## src/rtl/btb_pkg.sv

```systemverilog
package btb_pkg;
    localparam int PC_W       = 32;
    localparam int CTR_W      = 2;
    localparam int INSN_BYTES = 4;

    typedef logic [PC_W-1:0] pc_t;

    typedef struct packed {
        logic             vld;
        pc_t              tag;
        pc_t              tgt;
        logic [CTR_W-1:0] ctr;
    } btb_ent_t;

    localparam logic [CTR_W-1:0] CTR_WEAK_T   = 2'b10;
    localparam logic [CTR_W-1:0] CTR_STRONG_T = 2'b11;
endpackage

```

## src/rtl/btb_match.sv

```systemverilog
module btb_match
    import btb_pkg::*;
#(
    parameter int N  = 16,
    parameter int IW = 4
) (
    input  btb_ent_t [N-1:0] ents_i,
    input  pc_t              pc_i,
    output logic             hit_o,
    output logic [IW-1:0]    idx_o,
    output logic [N-1:0]     vec_o
);
    for (genvar g = 0; g < N; g++) begin : g_cmp
        assign vec_o[g] = ents_i[g].vld && (ents_i[g].tag == pc_i);
    end

    always_comb begin
        idx_o = '0;
        for (int i = 0; i < N; i++) begin
            if (vec_o[i]) idx_o = IW'(i);
        end
    end

    assign hit_o = |vec_o;
endmodule

```

## src/rtl/btb_victim.sv

```systemverilog
module btb_victim #(
    parameter int N  = 16,
    parameter int IW = 4
) (
    input  logic [N-1:0]  vld_i,
    input  logic [IW-1:0] rr_i,
    output logic [IW-1:0] slot_o,
    output logic          full_o
);
    logic found;

    always_comb begin
        full_o = &vld_i;
        slot_o = rr_i;
        found  = 1'b0;
        for (int i = 0; i < N; i++) begin
            if (!vld_i[i] && !found) begin
                slot_o = IW'(i);
                found  = 1'b1;
            end
        end
    end
endmodule

```

## src/rtl/btb_top.sv

```systemverilog
module btb_top
    import btb_pkg::*;
#(
    parameter int ENTRIES = 16
) (
    input  logic                   clk,
    input  logic                   rst_n,
    input  logic [btb_pkg::PC_W-1:0] fe_pc_i,
    output logic                   fe_hit_o,
    output logic                   fe_taken_o,
    output logic [btb_pkg::PC_W-1:0] fe_target_o,
    output logic [btb_pkg::CTR_W-1:0] fe_ctr_o,
    output logic [btb_pkg::PC_W-1:0] fe_next_pc_o,
    input  logic                   ex_valid_i,
    input  logic [btb_pkg::PC_W-1:0] ex_pc_i,
    input  logic                   ex_taken_i,
    input  logic [btb_pkg::PC_W-1:0] ex_target_i,
    input  logic                   ex_pred_taken_i,
    input  logic [btb_pkg::PC_W-1:0] ex_pred_target_i,
    output logic                   ex_mispredict_o,
    output logic [btb_pkg::PC_W-1:0] ex_redirect_pc_o
);
    localparam int IW = (ENTRIES > 1) ? $clog2(ENTRIES) : 1;
    localparam logic [IW-1:0] RR_LAST = IW'(ENTRIES - 1);

    typedef struct packed {
        btb_ent_t [ENTRIES-1:0] ent;
        logic [IW-1:0]          rr;
    } state_t;

    state_t st_d, st_q;

    logic [ENTRIES-1:0] vld_vec;
    logic [ENTRIES-1:0] fe_vec, ex_vec;
    logic               fe_hit, ex_hit, tbl_full;
    logic [IW-1:0]      fe_idx, ex_idx, alloc_slot;

    for (genvar g = 0; g < ENTRIES; g++) begin : g_vld
        assign vld_vec[g] = st_q.ent[g].vld;
    end

    btb_match #(.N(ENTRIES), .IW(IW)) u_fe_match (
        .ents_i (st_q.ent),
        .pc_i   (fe_pc_i),
        .hit_o  (fe_hit),
        .idx_o  (fe_idx),
        .vec_o  (fe_vec)
    );

    btb_match #(.N(ENTRIES), .IW(IW)) u_ex_match (
        .ents_i (st_q.ent),
        .pc_i   (ex_pc_i),
        .hit_o  (ex_hit),
        .idx_o  (ex_idx),
        .vec_o  (ex_vec)
    );

    btb_victim #(.N(ENTRIES), .IW(IW)) u_victim (
        .vld_i  (vld_vec),
        .rr_i   (st_q.rr),
        .slot_o (alloc_slot),
        .full_o (tbl_full)
    );

    // Next-state: all table writes come from the resolve port.
    always_comb begin
        st_d = st_q;
        if (ex_valid_i) begin
            if (ex_hit) begin
                if (ex_taken_i) begin
                    st_d.ent[ex_idx].tgt = ex_target_i;
                    if (st_q.ent[ex_idx].ctr != CTR_STRONG_T)
                        st_d.ent[ex_idx].ctr = st_q.ent[ex_idx].ctr + 1'b1;
                end else if (st_q.ent[ex_idx].ctr == CTR_STRONG_T) begin
                    st_d.ent[ex_idx].ctr = CTR_WEAK_T;
                end else begin
                    st_d.ent[ex_idx].vld = 1'b0;
                end
            end else if (ex_taken_i) begin
                st_d.ent[alloc_slot] = '{vld: 1'b1, tag: ex_pc_i,
                                         tgt: ex_target_i, ctr: CTR_WEAK_T};
                if (tbl_full)
                    st_d.rr = (st_q.rr == RR_LAST) ? '0 : st_q.rr + 1'b1;
            end
        end
    end

    always_ff @(posedge clk or negedge rst_n) begin
        if (!rst_n) st_q <= '0;
        else        st_q <= st_d;
    end

    // Lookup path reads the registered table only.
    always_comb begin
        fe_hit_o     = fe_hit;
        fe_ctr_o     = fe_hit ? st_q.ent[fe_idx].ctr : '0;
        fe_target_o  = fe_hit ? st_q.ent[fe_idx].tgt : '0;
        fe_taken_o   = fe_hit && st_q.ent[fe_idx].ctr[CTR_W-1];
        fe_next_pc_o = fe_taken_o ? st_q.ent[fe_idx].tgt
                                  : fe_pc_i + PC_W'(INSN_BYTES);
    end

    always_comb begin
        ex_mispredict_o  = ex_valid_i &&
                           ((ex_taken_i != ex_pred_taken_i) ||
                            (ex_taken_i && (ex_pred_target_i != ex_target_i)));
        ex_redirect_pc_o = ex_taken_i ? ex_target_i : ex_pc_i + PC_W'(INSN_BYTES);
    end

    // Allocation only on a miss keeps each address in at most one slot.
    p_single_match_r4: assert property (@(posedge clk) disable iff (!rst_n)
        $onehot0(fe_vec) && $onehot0(ex_vec));

    p_alloc_r4: assert property (@(posedge clk) disable iff (!rst_n)
        (ex_valid_i && !ex_hit && ex_taken_i) |=>
            (st_q.ent[$past(alloc_slot)].vld &&
             st_q.ent[$past(alloc_slot)].tag == $past(ex_pc_i) &&
             st_q.ent[$past(alloc_slot)].ctr == CTR_WEAK_T));

    p_rr_step_r5: assert property (@(posedge clk) disable iff (!rst_n)
        (ex_valid_i && !ex_hit && ex_taken_i && tbl_full) |=>
            (st_q.rr != $past(st_q.rr)));

    p_delete_r7: assert property (@(posedge clk) disable iff (!rst_n)
        (ex_valid_i && ex_hit && !ex_taken_i &&
         st_q.ent[ex_idx].ctr == CTR_WEAK_T) |=>
            !st_q.ent[$past(ex_idx)].vld);

    for (genvar g = 0; g < ENTRIES; g++) begin : g_floor
        p_ctr_floor_r7: assert property (@(posedge clk) disable iff (!rst_n)
            st_q.ent[g].vld |-> st_q.ent[g].ctr[CTR_W-1]);
    end

    p_hold_r11: assert property (@(posedge clk) disable iff (!rst_n)
        !ex_valid_i |=> $stable(st_q));
endmodule

```

## config.mk

```make
export PLATFORM = sky130hd
export DESIGN_NAME = btb_top
export DESIGN_NICKNAME = d
export VERILOG_FILES = /design/src/rtl/btb_pkg.sv /design/src/rtl/btb_match.sv /design/src/rtl/btb_victim.sv /design/src/rtl/btb_top.sv
export SDC_FILE = /design/constraint.sdc
export NUM_CORES = 2
export LEC_CHECK = 0
export BUFFER_PORTS_ARGS = -buffer_cell sky130_fd_sc_hd__buf_2
export CAP_MARGIN = 30
export CORE_MARGIN = 10
export CORE_UTILIZATION = 63
export DETAILED_ROUTE_END_ITERATION = 7
export GPL_ROUTABILITY_DRIVEN = 0
export GPL_TIMING_DRIVEN = 0
export PLACE_DENSITY_LB_ADDON = 0.12
export SETUP_SLACK_MARGIN = 0.5
export SYNTH_ARGS = -nofsm -noshare
export SYNTH_HDL_FRONTEND = slang
export SYNTH_HIERARCHICAL = 1
export SYNTH_SLANG_ARGS = --single-unit
```

## constraint.sdc

```tcl
create_clock -name clk -period 8.2 [get_ports clk]
set_input_delay 1.64 -clock clk [delete_from_list [all_inputs] [get_ports clk]]
set_output_delay 1.64 -clock clk [all_outputs]
set_load 0.02 [all_outputs]
```

# == Yosys cells after proc, flatten, opt, wreduce, memory -nomap -nowiden ==
# Cells that the tools add are included.
# classes
n_addsub,4
n_reduce_logical,88
n_eq_ne,37
n_lt_le_gt_ge,5
bitwise,1
n_mux,89
# ops
operator,n
1072-bit bitwise mux,5
1072-bit 2-to-1 mux,4
1076-bit 2-to-1 mux,1
67-bit demux with 4-bit select,4
32-bit == test,32
67-bit binary-select mux with 4-bit select,2
4-bit 2-to-1 mux,34
67-bit 2-to-1 mux,2
32-bit 2-to-1 mux,3
34-bit 2-to-1 mux,2
32-bit by 3-bit adder with 32-bit output (second input constant),2
1-bit logical AND,52
32-bit != test,1
16-bit OR reduction,2
1-bit logical NOT,29
3-bit 2-to-1 mux,8
19-bit AND reduction,1
1-bit 2-to-1 mux,17
16-bit AND reduction,1
4-bit by 5-bit less-than comparator with 1-bit output (second input constant),3
2-bit 2-to-1 mux,7
4-bit by 1-bit >= comparator with 1-bit output (second input constant),2
4-bit by 1-bit adder with 4-bit output (second input constant),1
4-bit == test (second input constant),1
other kinds (8),8
# word_totals
reg_bits,1076

# == Logic depth before layout (Yosys ltp) ==
# depth
word_depth,52
mapped_depth,24
depth_no_buf,19

# == Modules after synthesis ==
# The synthesis kept the hierarchy.
# by_module_without_submodules
module,cells_per_inst,n_inst,area_per_inst_um2
btb_top,3442,1,48427.7
btb_match,795,2,6571.3
btb_victim,40,1,252.7

# == Worst setup path before layout ==
# No wires, ideal clock.
# synth_path
path_kind,input port to output port
from,in fe_pc_i[28] (netlist name)
to,out fe_next_pc_o[4] (netlist name)
path_slack_ns,1.320
stages,19
path_buffers,5
arrival_time_ns,5.240
cell_sequence,buf_4 -> buf_6 -> xor2_1 -> nor4_1 -> and3_1 -> nand3_1 -> o21ai_1 -> a21oi_1 -> o21bai_1 -> a211oi_1 -> o41ai_1 -> buf_6 -> mux4_2 -> mux4_2 -> nand2_1 -> buf_4 -> buf_4 -> nor2_1 -> a21oi_1
# synth_via
elab_chain_len,21
word_cells_on_any_way,52
classes_between,eq/ne (16); mux (18); reduce/logical (18)
# synth_lines
item,line,rtl
from (decl),btb_top.sv:8,"input logic [btb_pkg::PC_W-1:0] fe_pc_i,"
32-bit == test,btb_match.sv:14,assign vec_o[g] = ents_i[g].vld && (ents_i[g].tag == pc_i);
1-bit logical AND,btb_match.sv:14,
1-bit 2-to-1 mux,btb_match.sv:20,if (vec_o[i]) idx_o = IW'(i);
2-bit 2-to-1 mux (2 in a row),btb_match.sv:20,
3-bit 2-to-1 mux (4 in a row),btb_match.sv:20,
4-bit 2-to-1 mux (7 in a row),btb_match.sv:20,
4-bit 2-to-1 mux (*),btb_match.sv:20,
via fe_idx[0],btb_top.sv:36,"logic [IW-1:0] fe_idx, ex_idx, alloc_slot;"
67-bit binary-select mux with 4-bit select (*),"btb_top.sv:98, btb_top.sv:99",
34-bit 2-to-1 mux (implied by the code) (*),btb_top.sv:99,fe_next_pc_o = fe_taken_o ? st_q.ent[fe_idx].tgt
1-bit logical AND,btb_top.sv:98,fe_taken_o = fe_hit && st_q.ent[fe_idx].ctr[CTR_W-1];
32-bit 2-to-1 mux (*),btb_top.sv:99,
to (decl),btb_top.sv:13,"output logic [btb_pkg::PC_W-1:0] fe_next_pc_o,"
# The timed path passes the listed nets; every way through them passes the cells marked *. The select of a mux whose other input is x is not followed.

# == Worst setup path in the final report ==
# layout_path
from,in fe_pc_i[17] (netlist name)
to,out fe_next_pc_o[15] (netlist name)
# layout_via
word_cells_on_any_way,52
classes_between,eq/ne (16); mux (18); reduce/logical (18)
# layout_lines
item,line,rtl
32-bit == test (*),btb_match.sv:14,
1-bit logical AND (*),btb_match.sv:14,
via fe_vec[6],btb_top.sv:34,"logic [ENTRIES-1:0] fe_vec, ex_vec;"
3-bit 2-to-1 mux (*) (2 in a row),btb_match.sv:20,
4-bit 2-to-1 mux (*) (8 in a row),btb_match.sv:20,
via fe_idx[0],btb_top.sv:36,
67-bit binary-select mux with 4-bit select (*),"btb_top.sv:98, btb_top.sv:99",
34-bit 2-to-1 mux (implied by the code) (*),btb_top.sv:99,
1-bit logical AND,btb_top.sv:98,
32-bit 2-to-1 mux (*),btb_top.sv:99,
# Marked as above.

==> impl_metrics.env <==
export IMPL_grt_max_degree=175
export IMPL_drc=4
export IMPL_drive_above_1_share_pct=39.2
export IMPL_synth_nets=5206
export IMPL_cts_root_buf="clkbuf_16"
export IMPL_detail_route_iter0_violations=7107
export IMPL_crit_required_ps=6560
export IMPL_grt_antenna_before_repair=24
export IMPL_min_path_type="reg2reg"
export IMPL_cts_path_max_buffers=3
export IMPL_swShare_pct=31.6
export IMPL_overflow=0
export IMPL_hpwl_um=173000
export IMPL_worst_slack_ps=39.6
export IMPL_top_layer="met5"
export IMPL_combPwrFrac_pct=24.3
export IMPL_wl_um=266000
export IMPL_worst_slew_pin_slew_ps=1480
export IMPL_synthCells=5068
export IMPL_timing_final_crit_period_ps=8160
export IMPL_nets=5773
export IMPL_first_global_vias=49000
export IMPL_placementRows=114
export IMPL_power_leakage_nw=33.4
export IMPL_avgSynthCellArea_um2=12.2
export IMPL_status="complete, but fails checks"
export IMPL_post_drt_wl_per_cell_um=37.9
export IMPL_yosys_warnings=6
export IMPL_seqPwrFrac_pct=42.9
export IMPL_area_growth_pct=20.2
export IMPL_numCtsBuffers=113
export IMPL_setup_viol=0
export IMPL_dp_worst_setup_slack_ps=-1270
export IMPL_end_kind="primary output"
export IMPL_rsz0062_at_grt="true"
export IMPL_regMostFlops="st_q"
export IMPL_clock_sinks=1076
export IMPL_die_h_um=333
export IMPL_grt_first_pass_wirelength_um=358000
export IMPL_cp_max_fo=10
export IMPL_p_sw_mw=5.19
export IMPL_crit_path_start_kind="primary input"
export IMPL_peakVddDrop_v=0.000199
export IMPL_via_per_inst=7.14
export IMPL_critPathMostFrequentCell="buf_12"
export IMPL_cts_tree="done"
export IMPL_cap_violations=0
export IMPL_largest_register_ffs=1076
export IMPL_path_clk_slew_ps=60
export IMPL_initial_core_util_pct=63.7
export IMPL_critPathMaxStageDelay_ps=570
export IMPL_die_area_mm2=0.111
export IMPL_pwr_density_cell_mw_per_mm2=221
export IMPL_violations="design-rule violations"
export IMPL_num_vias=50100
export IMPL_relSlewSlack_pct=1.29
export IMPL_fmax_mhz=123
export IMPL_crit_chain="buf_2 > buf_8 > buf_12 > xnor2_1 > nand4_1 > nor4_2 > nand4_1 > nor4_4 > o21bai_1 > a211oi_2 > o41ai_4 > buf_6 > buf_12 > mux4_2 > mux4_2 > nand2_8 > buf_12 > buf_16 > a21o_2 > o21ai_1 > buf_2"
export IMPL_grtUsageTotal_pct=45.1
export IMPL_period_share_pct=99.5
export IMPL_clock_skew_ps=49.8
export IMPL_cp_arrival_ps=6520
export IMPL_power_frac_clock_pct=32.7
export IMPL_worstSetupPathType="in2out"
export IMPL_drtAntennaViolNets=0
export IMPL_dr_wl_met2_um=110000
export IMPL_top_regs="st_q x1076"
export IMPL_drtPass1Iterations=8
export IMPL_core_area_mm2=0.0970
export IMPL_hold_violations=0
export IMPL_ios=234
export IMPL_clock_latency_ps=770
export IMPL_fin_util_pct=76.6
export IMPL_slew_violations=0
export IMPL_io_buffers=184
export IMPL_holdBufCountCts=0
export IMPL_p_int_mw=11.2
export IMPL_worst_path_max_delay_cell="mux4_2"
export IMPL_r2r_slack_ps=1460
export IMPL_wl_met1_um=87300
export IMPL_die_w_um=333
export IMPL_dr_wl_met3_um=39300
export IMPL_synthesis_area_mm2=0.0618
export IMPL_cts_htree_levels=3
## layout by cell type (no fill, tap or decap), types with 24 or more instances in the layout
cell type     n
dfrtp_1    1076
mux2_2      938
xor2_1      692
xnor2_1     377
buf_4       203
clkbuf_1    191
buf_2       190
nand2_1     169
nor4_1      154
buf_6       136
nand4_1     128
mux4_2      125
clkbuf_16   122
o21ai_0      97
nand3_1      86
buf_12       80
mux2i_1      72
nor2_1       65
buf_8        48
mux2_1       45
nor3_1       43
buf_16       41
clkbuf_8     30
xnor2_2      30
a21oi_1      29
a221oi_2     28
inv_1        26
mux2_4       24
## stage by stage
stage	instance area (µm²)	hold slack (ps)	TNS (ps)	total power, mW	cells
2_1_floorplan	61800	452	0	9.35	5068
3_3_place_gp	64300	462	-	10.3	6528
3_5_place_dp	64900	475	-56760	10.5	6563
4_1_cts	72000	488	0	16.0	6889
5_1_grt	74300	502	0	16.8	7005
6_report	74300	487	0	16.4	7020
## power groups by stage
stage               sequential, mW  clock, mW  combinational [mW]
finish                        7.05       5.37                4.00
global route                  7.14       5.54                4.14
CTS                           7.00       5.32                3.71
detailed placement            7.06          0                3.46
global placement              7.01          0                3.32
floorplan                     6.85          0                2.50
## critical path, delay by kind of cell
kind	cells	cell delay (ps)
simple gates	5	1310
buf+inv	8	1390
compound gates	5	950
mux	2	980
xor+xnor	1	170
## layout make-up
| type | instances | area (µm²) |
|---|---|---|
| clock buffers | 173 | 3320 |
| fillers | 5977 | 22700 |
| clock inverters | 32 | 460 |
| flip-flops and latches | 1076 | 26900 |
| well taps | 1276 | 1600 |
| multi-input cells | 3501 | 33300 |
| diodes | 19 | 47.5 |
| plain buffers | 462 | 4170 |
| inverters | 29 | 118 |
| repair buffers | 452 | 4410 |
## routing by layer
metal | vias up | GRT usage [%]
met3 | 1553 | 19.1
met1 | 25000 | 51.7
met2 | 4426 | 64.6
met4 | 24 | 39.1
li1 | 19200 | -
met5 | - | 0.477
## path summary, 6_finish.rpt
path,cells after the start,start,end
min,1,st_q[157],st_q[157]
min in group asynchronous,1,rst_n,st_q[331]
min reg2reg,1,st_q[157],st_q[157]
max reg2reg,19,st_q[777],st_q[204]
max,21,fe_pc_i[17],fe_next_pc_o[15]
max in group asynchronous,3,rst_n,st_q[479]
## timing repair
action / in CTS / in global routing
pin swaps: 76 / 60
resized for setup: 473 / 261
gates cloned: 6 / 8
buffers inserted: 115 / 88
endpoints found under the setup margin: 83 / 109
No activity file was read; power rests on OpenSTA's default activity.
